`src/rtl/bbs_pkg.sv`:
```
`timescale 1ns/1ps
package bbs_pkg;

   typedef enum logic [1:0] {
      AM_DIRECT = 2'd0,
      AM_REG    = 2'd1,
      AM_PTR    = 2'd2,
      AM_INDIR  = 2'd3
   } acc_mode_e;

   typedef enum logic [1:0] {
      BOP_NONE = 2'd0,
      BOP_READ = 2'd1,
      BOP_CLR  = 2'd2,
      BOP_SET  = 2'd3
   } bit_op_e;

   typedef enum logic [1:0] {
      TGT_LOW  = 2'd0,
      TGT_HIGH = 2'd1,
      TGT_SFR  = 2'd2
   } tgt_e;

endpackage

```
`src/rtl/bbs_route.sv`:
```
`timescale 1ns/1ps
module bbs_route
   import bbs_pkg::*;
#(
   parameter int AW    = 8,
   parameter int NREG  = 8,
   parameter int NBANK = 4,
   localparam int IDX_W  = $clog2(NREG),
   localparam int BANK_W = $clog2(NBANK)
) (
   input  logic [1:0]        mode,
   input  logic [AW-1:0]     addr,
   input  logic [BANK_W-1:0] bank,
   input  logic [AW-1:0]     ptr_val,
   output logic [AW-2:0]     ptr_idx,
   output tgt_e              tgt,
   output logic [AW-1:0]     eff
);

   logic [AW-1:0] reg_addr;

   // working register n of bank b sits at b*NREG + n
   assign reg_addr = AW'({bank, addr[IDX_W-1:0]});
   // pointer registers are the first two of the bank
   assign ptr_idx  = (AW-1)'({bank, {(IDX_W-1){1'b0}}, addr[0]});

   always_comb begin
      case (acc_mode_e'(mode))
         AM_DIRECT: begin
            eff = addr;
            tgt = addr[AW-1] ? TGT_SFR : TGT_LOW;
         end
         AM_REG: begin
            eff = reg_addr;
            tgt = TGT_LOW;
         end
         AM_PTR: begin
            eff = ptr_val;
            tgt = ptr_val[AW-1] ? TGT_HIGH : TGT_LOW;
         end
         default: begin
            eff = addr;
            tgt = addr[AW-1] ? TGT_HIGH : TGT_LOW;
         end
      endcase
   end

endmodule

```
`src/rtl/bbs_bitmap.sv`:
```
`timescale 1ns/1ps
module bbs_bitmap
   import bbs_pkg::*;
#(
   parameter int AW       = 8,
   parameter int DW       = 8,
   parameter int BIT_BASE = 32,
   localparam int POS_W   = $clog2(DW)
) (
   input  logic [AW-1:0]    baddr,
   output tgt_e             tgt,
   output logic [AW-1:0]    byte_addr,
   output logic [POS_W-1:0] pos
);

   assign pos = baddr[POS_W-1:0];

   always_comb begin
      if (baddr[AW-1]) begin
         tgt       = TGT_SFR;
         byte_addr = {baddr[AW-1:POS_W], {POS_W{1'b0}}};
      end else begin
         tgt       = TGT_LOW;
         byte_addr = AW'(BIT_BASE) + AW'(baddr[AW-2:POS_W]);
      end
   end

endmodule

```
`src/rtl/bbs_store.sv`:
```
`timescale 1ns/1ps
module bbs_store #(
   parameter int AW        = 8,
   parameter int DW        = 8,
   parameter bit UPPER_RAM = 1'b1,
   localparam int IW       = AW - 1,
   localparam int HALF     = 1 << IW
) (
   input  logic          clk,
   input  logic          lo_we,
   input  logic [IW-1:0] lo_waddr,
   input  logic          hi_we,
   input  logic [IW-1:0] hi_waddr,
   input  logic [DW-1:0] wdata,
   input  logic [IW-1:0] lo_ptr_addr,
   output logic [DW-1:0] lo_ptr_q,
   input  logic [IW-1:0] lo_rd_addr,
   output logic [DW-1:0] lo_rd_q,
   input  logic [IW-1:0] hi_rd_addr,
   output logic [DW-1:0] hi_rd_q
);

   logic [DW-1:0] lo_mem [HALF];

   always_ff @(posedge clk) begin
      if (lo_we) lo_mem[lo_waddr] <= wdata;
   end

   assign lo_ptr_q = lo_mem[lo_ptr_addr];
   assign lo_rd_q  = lo_mem[lo_rd_addr];

   generate
      if (UPPER_RAM) begin : g_upper
         logic [DW-1:0] hi_mem [HALF];
         always_ff @(posedge clk) begin
            if (hi_we) hi_mem[hi_waddr] <= wdata;
         end
         assign hi_rd_q = hi_mem[hi_rd_addr];
      end else begin : g_no_upper
         assign hi_rd_q = '0;
      end
   endgenerate

endmodule

```
`src/rtl/bitbank_store.sv`:
```
`timescale 1ns/1ps
module bitbank_store
   import bbs_pkg::*;
#(
   parameter int AW        = 8,
   parameter int DW        = 8,
   parameter int NREG      = 8,
   parameter int NBANK     = 4,
   parameter int BIT_BASE  = 32,
   parameter bit UPPER_RAM = 1'b1
) (
   input  logic                     clk,
   input  logic                     rst_n,
   input  logic                     bank_ld,
   input  logic [$clog2(NBANK)-1:0] bank_in,
   input  logic                     byte_en,
   input  logic [1:0]               byte_mode,
   input  logic                     byte_we,
   input  logic [AW-1:0]            byte_addr,
   input  logic [DW-1:0]            byte_wdata,
   output logic                     byte_rvalid,
   output logic [DW-1:0]            byte_rdata,
   input  logic [1:0]               bit_op,
   input  logic [AW-1:0]            bit_addr,
   output logic                     bit_rvalid,
   output logic                     bit_rdata,
   output logic                     sfr_en,
   output logic                     sfr_we,
   output logic [AW-1:0]            sfr_addr,
   output logic [DW-1:0]            sfr_wdata,
   input  logic [DW-1:0]            sfr_rdata
);

   localparam int BANK_W = $clog2(NBANK);
   localparam int POS_W  = $clog2(DW);
   localparam int IW     = AW - 1;
   localparam int HALF   = 1 << IW;

   // elaboration-time parameter checks
   if (DW != (1 << POS_W)) begin : g_bad_dw
      $error("DW must be a power of two");
   end
   if (NREG < 4 || NREG != (1 << $clog2(NREG))) begin : g_bad_nreg
      $error("NREG must be a power of two of at least 4");
   end
   if (NREG * NBANK > BIT_BASE) begin : g_bad_banks
      $error("register banks overlap the bit band");
   end
   if (BIT_BASE + HALF / DW > HALF) begin : g_bad_band
      $error("bit band does not fit in the lower half");
   end

   logic [BANK_W-1:0] bank_q;
   logic              byte_act, bit_act, bit_wr;
   bit_op_e           bop;
   tgt_e              r_tgt, b_tgt;
   logic [AW-1:0]     r_eff, b_byte;
   logic [POS_W-1:0]  b_pos;
   logic [AW-2:0]     ptr_idx;
   logic [DW-1:0]     ptr_q, lo_q, hi_q;
   logic [DW-1:0]     bit_cur, bit_mod;
   logic              lo_we, hi_we;
   logic [IW-1:0]     lo_waddr, lo_raddr;
   logic [DW-1:0]     st_wdata;

   assign bop      = bit_op_e'(bit_op);
   assign byte_act = byte_en;
   assign bit_act  = (bop != BOP_NONE) && !byte_en;
   assign bit_wr   = bit_act && (bop == BOP_SET || bop == BOP_CLR);

   always_ff @(posedge clk or negedge rst_n) begin
      if (!rst_n)       bank_q <= '0;
      else if (bank_ld) bank_q <= bank_in;
   end

   bbs_route #(.AW(AW), .NREG(NREG), .NBANK(NBANK)) u_route (
      .mode    (byte_mode),
      .addr    (byte_addr),
      .bank    (bank_q),
      .ptr_val (ptr_q),
      .ptr_idx (ptr_idx),
      .tgt     (r_tgt),
      .eff     (r_eff)
   );

   bbs_bitmap #(.AW(AW), .DW(DW), .BIT_BASE(BIT_BASE)) u_bitmap (
      .baddr     (bit_addr),
      .tgt       (b_tgt),
      .byte_addr (b_byte),
      .pos       (b_pos)
   );

   assign lo_raddr = byte_act ? r_eff[IW-1:0] : b_byte[IW-1:0];

   bbs_store #(.AW(AW), .DW(DW), .UPPER_RAM(UPPER_RAM)) u_store (
      .clk         (clk),
      .lo_we       (lo_we),
      .lo_waddr    (lo_waddr),
      .hi_we       (hi_we),
      .hi_waddr    (r_eff[IW-1:0]),
      .wdata       (st_wdata),
      .lo_ptr_addr (ptr_idx),
      .lo_ptr_q    (ptr_q),
      .lo_rd_addr  (lo_raddr),
      .lo_rd_q     (lo_q),
      .hi_rd_addr  (r_eff[IW-1:0]),
      .hi_rd_q     (hi_q)
   );

   // bit read-modify-write on whichever byte holds the bit
   assign bit_cur = (b_tgt == TGT_SFR) ? sfr_rdata : lo_q;
   always_comb begin
      bit_mod        = bit_cur;
      bit_mod[b_pos] = (bop == BOP_SET);
   end

   always_comb begin
      lo_we    = 1'b0;
      hi_we    = 1'b0;
      lo_waddr = lo_raddr;
      st_wdata = byte_wdata;
      if (byte_act) begin
         lo_we = byte_we && (r_tgt == TGT_LOW);
         hi_we = byte_we && (r_tgt == TGT_HIGH);
      end else begin
         lo_we    = bit_wr && (b_tgt == TGT_LOW);
         st_wdata = bit_mod;
      end
   end

   always_comb begin
      if (byte_act) begin
         sfr_en    = (r_tgt == TGT_SFR);
         sfr_we    = (r_tgt == TGT_SFR) && byte_we;
         sfr_addr  = r_eff;
         sfr_wdata = byte_wdata;
      end else begin
         sfr_en    = bit_act && (b_tgt == TGT_SFR);
         sfr_we    = bit_wr && (b_tgt == TGT_SFR);
         sfr_addr  = b_byte;
         sfr_wdata = bit_mod;
      end
   end

   always_ff @(posedge clk or negedge rst_n) begin
      if (!rst_n) begin
         byte_rvalid <= 1'b0;
         byte_rdata  <= '0;
         bit_rvalid  <= 1'b0;
         bit_rdata   <= 1'b0;
      end else begin
         byte_rvalid <= byte_act && !byte_we;
         bit_rvalid  <= bit_act && (bop == BOP_READ);
         if (byte_act && !byte_we) begin
            case (r_tgt)
               TGT_SFR:  byte_rdata <= sfr_rdata;
               TGT_HIGH: byte_rdata <= hi_q;
               default:  byte_rdata <= lo_q;
            endcase
         end
         if (bit_act && (bop == BOP_READ)) bit_rdata <= bit_cur[b_pos];
      end
   end

endmodule

```
`config.mk`:
```
export PLATFORM = sky130hd
export DESIGN_NAME = bitbank_store
export DESIGN_NICKNAME = d
export VERILOG_FILES = /design/src/rtl/bbs_pkg.sv /design/src/rtl/bbs_route.sv /design/src/rtl/bbs_bitmap.sv /design/src/rtl/bbs_store.sv /design/src/rtl/bitbank_store.sv
export SDC_FILE = /design/constraint.sdc
export NUM_CORES = 2
export LEC_CHECK = 0
export ABC_CLOCK_PERIOD_IN_PS = 17050
export BUFFER_PORTS_ARGS = -buffer_cell sky130_fd_sc_hd__clkbuf_2
export CORE_UTILIZATION = 25
export DETAILED_ROUTE_END_ITERATION = 16
export SKIP_CTS_REPAIR_TIMING = 1
export SYNTH_ARGS = -nofsm -noshare
export SYNTH_HDL_FRONTEND = slang
export SYNTH_SLANG_ARGS = --single-unit
```
`constraint.sdc`:
```
create_clock -name clk -period 17.05 [get_ports clk]
set_input_delay 1.705 -clock clk [delete_from_list [all_inputs] [get_ports clk]]
set_output_delay 1.705 -clock clk [all_outputs]
set_load 0.01 [all_outputs]
```
==> flow_metrics.py <==
metrics = {
    "critical_path": {
        "required_ns": 15.34,
        "setup.worst_path.start_class": "input pin",
        "end_kind": "output pin",
        "path_max_fanout": 257,
        "crit_arrival_ns": 8.77,
        "critPathKind": "input pin to output pin",
        "reg2reg_to": "u_store.lo_mem[16][4]$_DFFE_PP_",
        "reg2regPathDepth": 15,
        "rr_startpoint": "bank_q[1]$_DFFE_PN0P_",
        "ff2ff_setup_slack_ns": 8.02,
    },
    "logic_synthesis": {
        "syn_avg_cell_area_um2": 16.5,
        "synth_top_family_by_area": "multiplexers",
        "synth_edf_count": 2048,
        "yosysWarningCount": 0,
        "yosysSeqAreaShare_pct": 74.3,
        "ys_seq_elements": 2061,
        "synth-simple-area-share_pct": 4.99,
        "synth_xor_xnor_area_share_pct": 0,
        "synthCells": 5033,
        "yosys.area_share.adder_pct": 0.105,
        "synth_nets": 5083,
        "synth_top_flop_cell": "edfxtp_1",
        "synth_mux_area_share_pct": 11.8,
        "synth_compound_area_share_pct": 6.58,
        "ys_types": 77,
        "synthArstFlopShare_pct": 0.631,
        "netlist_area_um2": 83300,
    },
    "cts": {
        "clkSlewWorstSetupHoldPaths_ns": 0.05,
        "cts_sinks": 2061,
        "cts_max_level": 4,
        "root_buffer": "clkbuf_16",
        "clk_latency_ns": 0.86,
        "cts_buffer_depth": 3,
        "cts_tree": "yes",
        "cts_inserted_buffers": 199,
    },
    "layout": {
        "nets": 5118,
        "final_common_cell": "edfxtp_1",
        "drive_above_1_share_pct": 10.5,
        "final_cell_count_no_fill": 9605,
        "area_delta_synth_final_pct": 13.4,
        "layout_common_cells": "edfxtp_1 (2048), mux2i_1 (795), nand2_1 (392)",
    },
    "power_and_ir_drop": {
        "vdd_drop_max_mv": 0.117,
        "fin_total_pwr_mw": 11.1,
        "leakage_nw": 30.9,
        "powerDensity_nw_per_um2": 117,
    },
    "global_route": {
        "grt_use_total_pct": 13.1,
        "antenna_found_initial": 23,
        "grt_pass1_wl_mm": 323,
        "grt_max_degree": 258,
        "grt.overflow.total": 0,
        "grt_pass1_vias": 44500,
    },
    "min_path": {
        "hp-class": "register to register",
        "min-delay-start": "byte_rdata[5]$_DFFE_PN0P_",
        "whs_path_depth": 2,
        "min_to": "byte_rdata[5]$_DFFE_PN0P_",
    },
    "sta": {
        "fin_tns_setup_ns": 0,
        "fmax_mhz": 95.4,
        "finalSetupViolCount": 0,
        "worst_pin_slew_ns": 1.40,
        "layout_min_cycle_time_ns": 10.48,
        "slew_headroom_pct": 6.95,
        "rsz0062_at_grt": "false",
        "hold_violations": 0,
        "skew_ns": 0.0454,
        "finalMaxSlewViolations": 0,
        "fin_crit_sh_pct": 61.5,
    },
    "floorplanning": {
        "die_width_um": 579,
        "rows": 211,
        "die-height_um": 579,
        "core_um2": 331000,
        "die_area_um2": 335000,
        "start_util_pct": 25.2,
        "io_pins": 72,
    },
    "detailed_routing": {
        "drt_wl_total_mm": 228,
        "via_per_inst": 4.78,
        "wl_per_cell_um": 23.7,
        "drt_iter0_drc": 5098,
        "postRouteAntennaNets": 0,
        "via_count": 45900,
        "first_pass_iters": 6,
        "drc_errors": 0,
    },
    "placement": {
        "place_inst": 9232,
        "io_buffers": 71,
        "place_congestion": 0.879,
        "place_hpwl_mm": 138,
    },
    "outcome": {
        "outcome": "complete, no violations",
    },
    "run": {
        "cap_violations": 0,
    },
}
==> stage by stage <==
stage                     hold WS (ns)  cell area [um^2]  util (%)  setup slack (ns)
after floorplan                  0.516             83300         -             0.349
after global placement           0.470             88300      26.7              6.64
after detailed placement         0.484             88300      26.7              6.44
after CTS                        0.496             94400      28.5              6.65
after global routing             0.524             94400      28.5              6.21
final                            0.489             94400      28.5              6.57
==> registers in the layout (all words and copies together) (netlist names) <==
register and count:
bank_q 2, bit_rdata 1, bit_rvalid 1, byte_rdata 8
byte_rvalid 1, u_store.g_upper.hi_mem 1024, u_store.lo_mem 1024
==> worst max-delay path by stage <==
| stage | endpoint | startpoint |
|---|---|---|
| after floorplan | u_store.g_upper.hi_mem[0][5]$_DFFE_PP_ | byte_addr[0] |
| after global placement | u_store.lo_mem[8][4]$_DFFE_PP_ | byte_addr[0] |
| after detailed placement | u_store.lo_mem[8][4]$_DFFE_PP_ | byte_addr[0] |
| after CTS | sfr_wdata[5] | byte_addr[0] |
| after global routing | sfr_wdata[4] | byte_addr[0] |
| final | sfr_wdata[5] | byte_addr[0] |
==> synthesized netlist by cell type (23+ instances only) <==
| cell | n | area share, % |
|---|---|---|
| nor3_1 | 36 | 0.22 |
| and2_1 | 106 | 0.80 |
| o22ai_1 | 260 | 2.0 |
| mux4_2 | 74 | 2.0 |
| a211oi_1 | 107 | 0.96 |
| buf_2 | 139 | 0.84 |
| buf_6 | 27 | 0.37 |
| nor2_1 | 298 | 1.3 |
| a31oi_1 | 25 | 0.19 |
| nand2_1 | 393 | 1.8 |
| a21oi_1 | 32 | 0.19 |
| edfxtp_1 | 2048 | 74 |
| o21ai_0 | 123 | 0.74 |
| and3_1 | 23 | 0.17 |
| mux2i_1 | 795 | 9.6 |
| buf_4 | 26 | 0.23 |
| a311oi_1 | 108 | 1.1 |
| clkbuf_1 | 122 | 0.55 |
==> cell families after synthesis <==
kind of cell | after synthesis
flip-flops | 2061
AND/OR/NAND/NOR | 948
buffers and inverters | 348
adder cells (fa/ha/maj) | 7
multiplexers | 884
AO/OA/AOI/OAI | 785
==> worst max-delay path, cell delays in order <==
cell	delay, ns
clkbuf_2	0.63
nor2b_1	0.13
a2111oi_2	0.58
o31a_2	0.79
buf_4	0.77
buf_4	0.90
mux2i_1	0.33
o22ai_1	0.13
o21ai_0	0.36
nand4_1	0.29
a22oi_1	0.59
a311oi_1	0.19
a21oi_1	0.29
o21ai_4	0.09
buf_12	0.35
clkbuf_2	0.30
==> layer usage <==
layer  vias up  global-route usage [%]  share of wire [%]
met5         -                       0              0.015
met4         4                    5.62                4.5
met3       402                    2.34                7.0
met2      1945                    21.7                 48
met1     23600                    16.8                 40
li1      20000                       -                  -
==> final cells by class <==
cell class | instances | area (um^2)
antenna | 12 | 30.0
clock buffer | 245 | 5240
clock inverter | 115 | 891
fill | 32600 | 236000
inverter | 15 | 56.3
multi-input combinational | 2624 | 19700
sequential | 2061 | 61800
tap | 4366 | 5460
timing repair buffer | 167 | 1200
==> power by group <==
group	switching [mW]	internal (mW)
clock network	1.89	2.31
registers	0.00910	5.71
logic	0.824	0.329
Power figures use the tool's default switching activity.
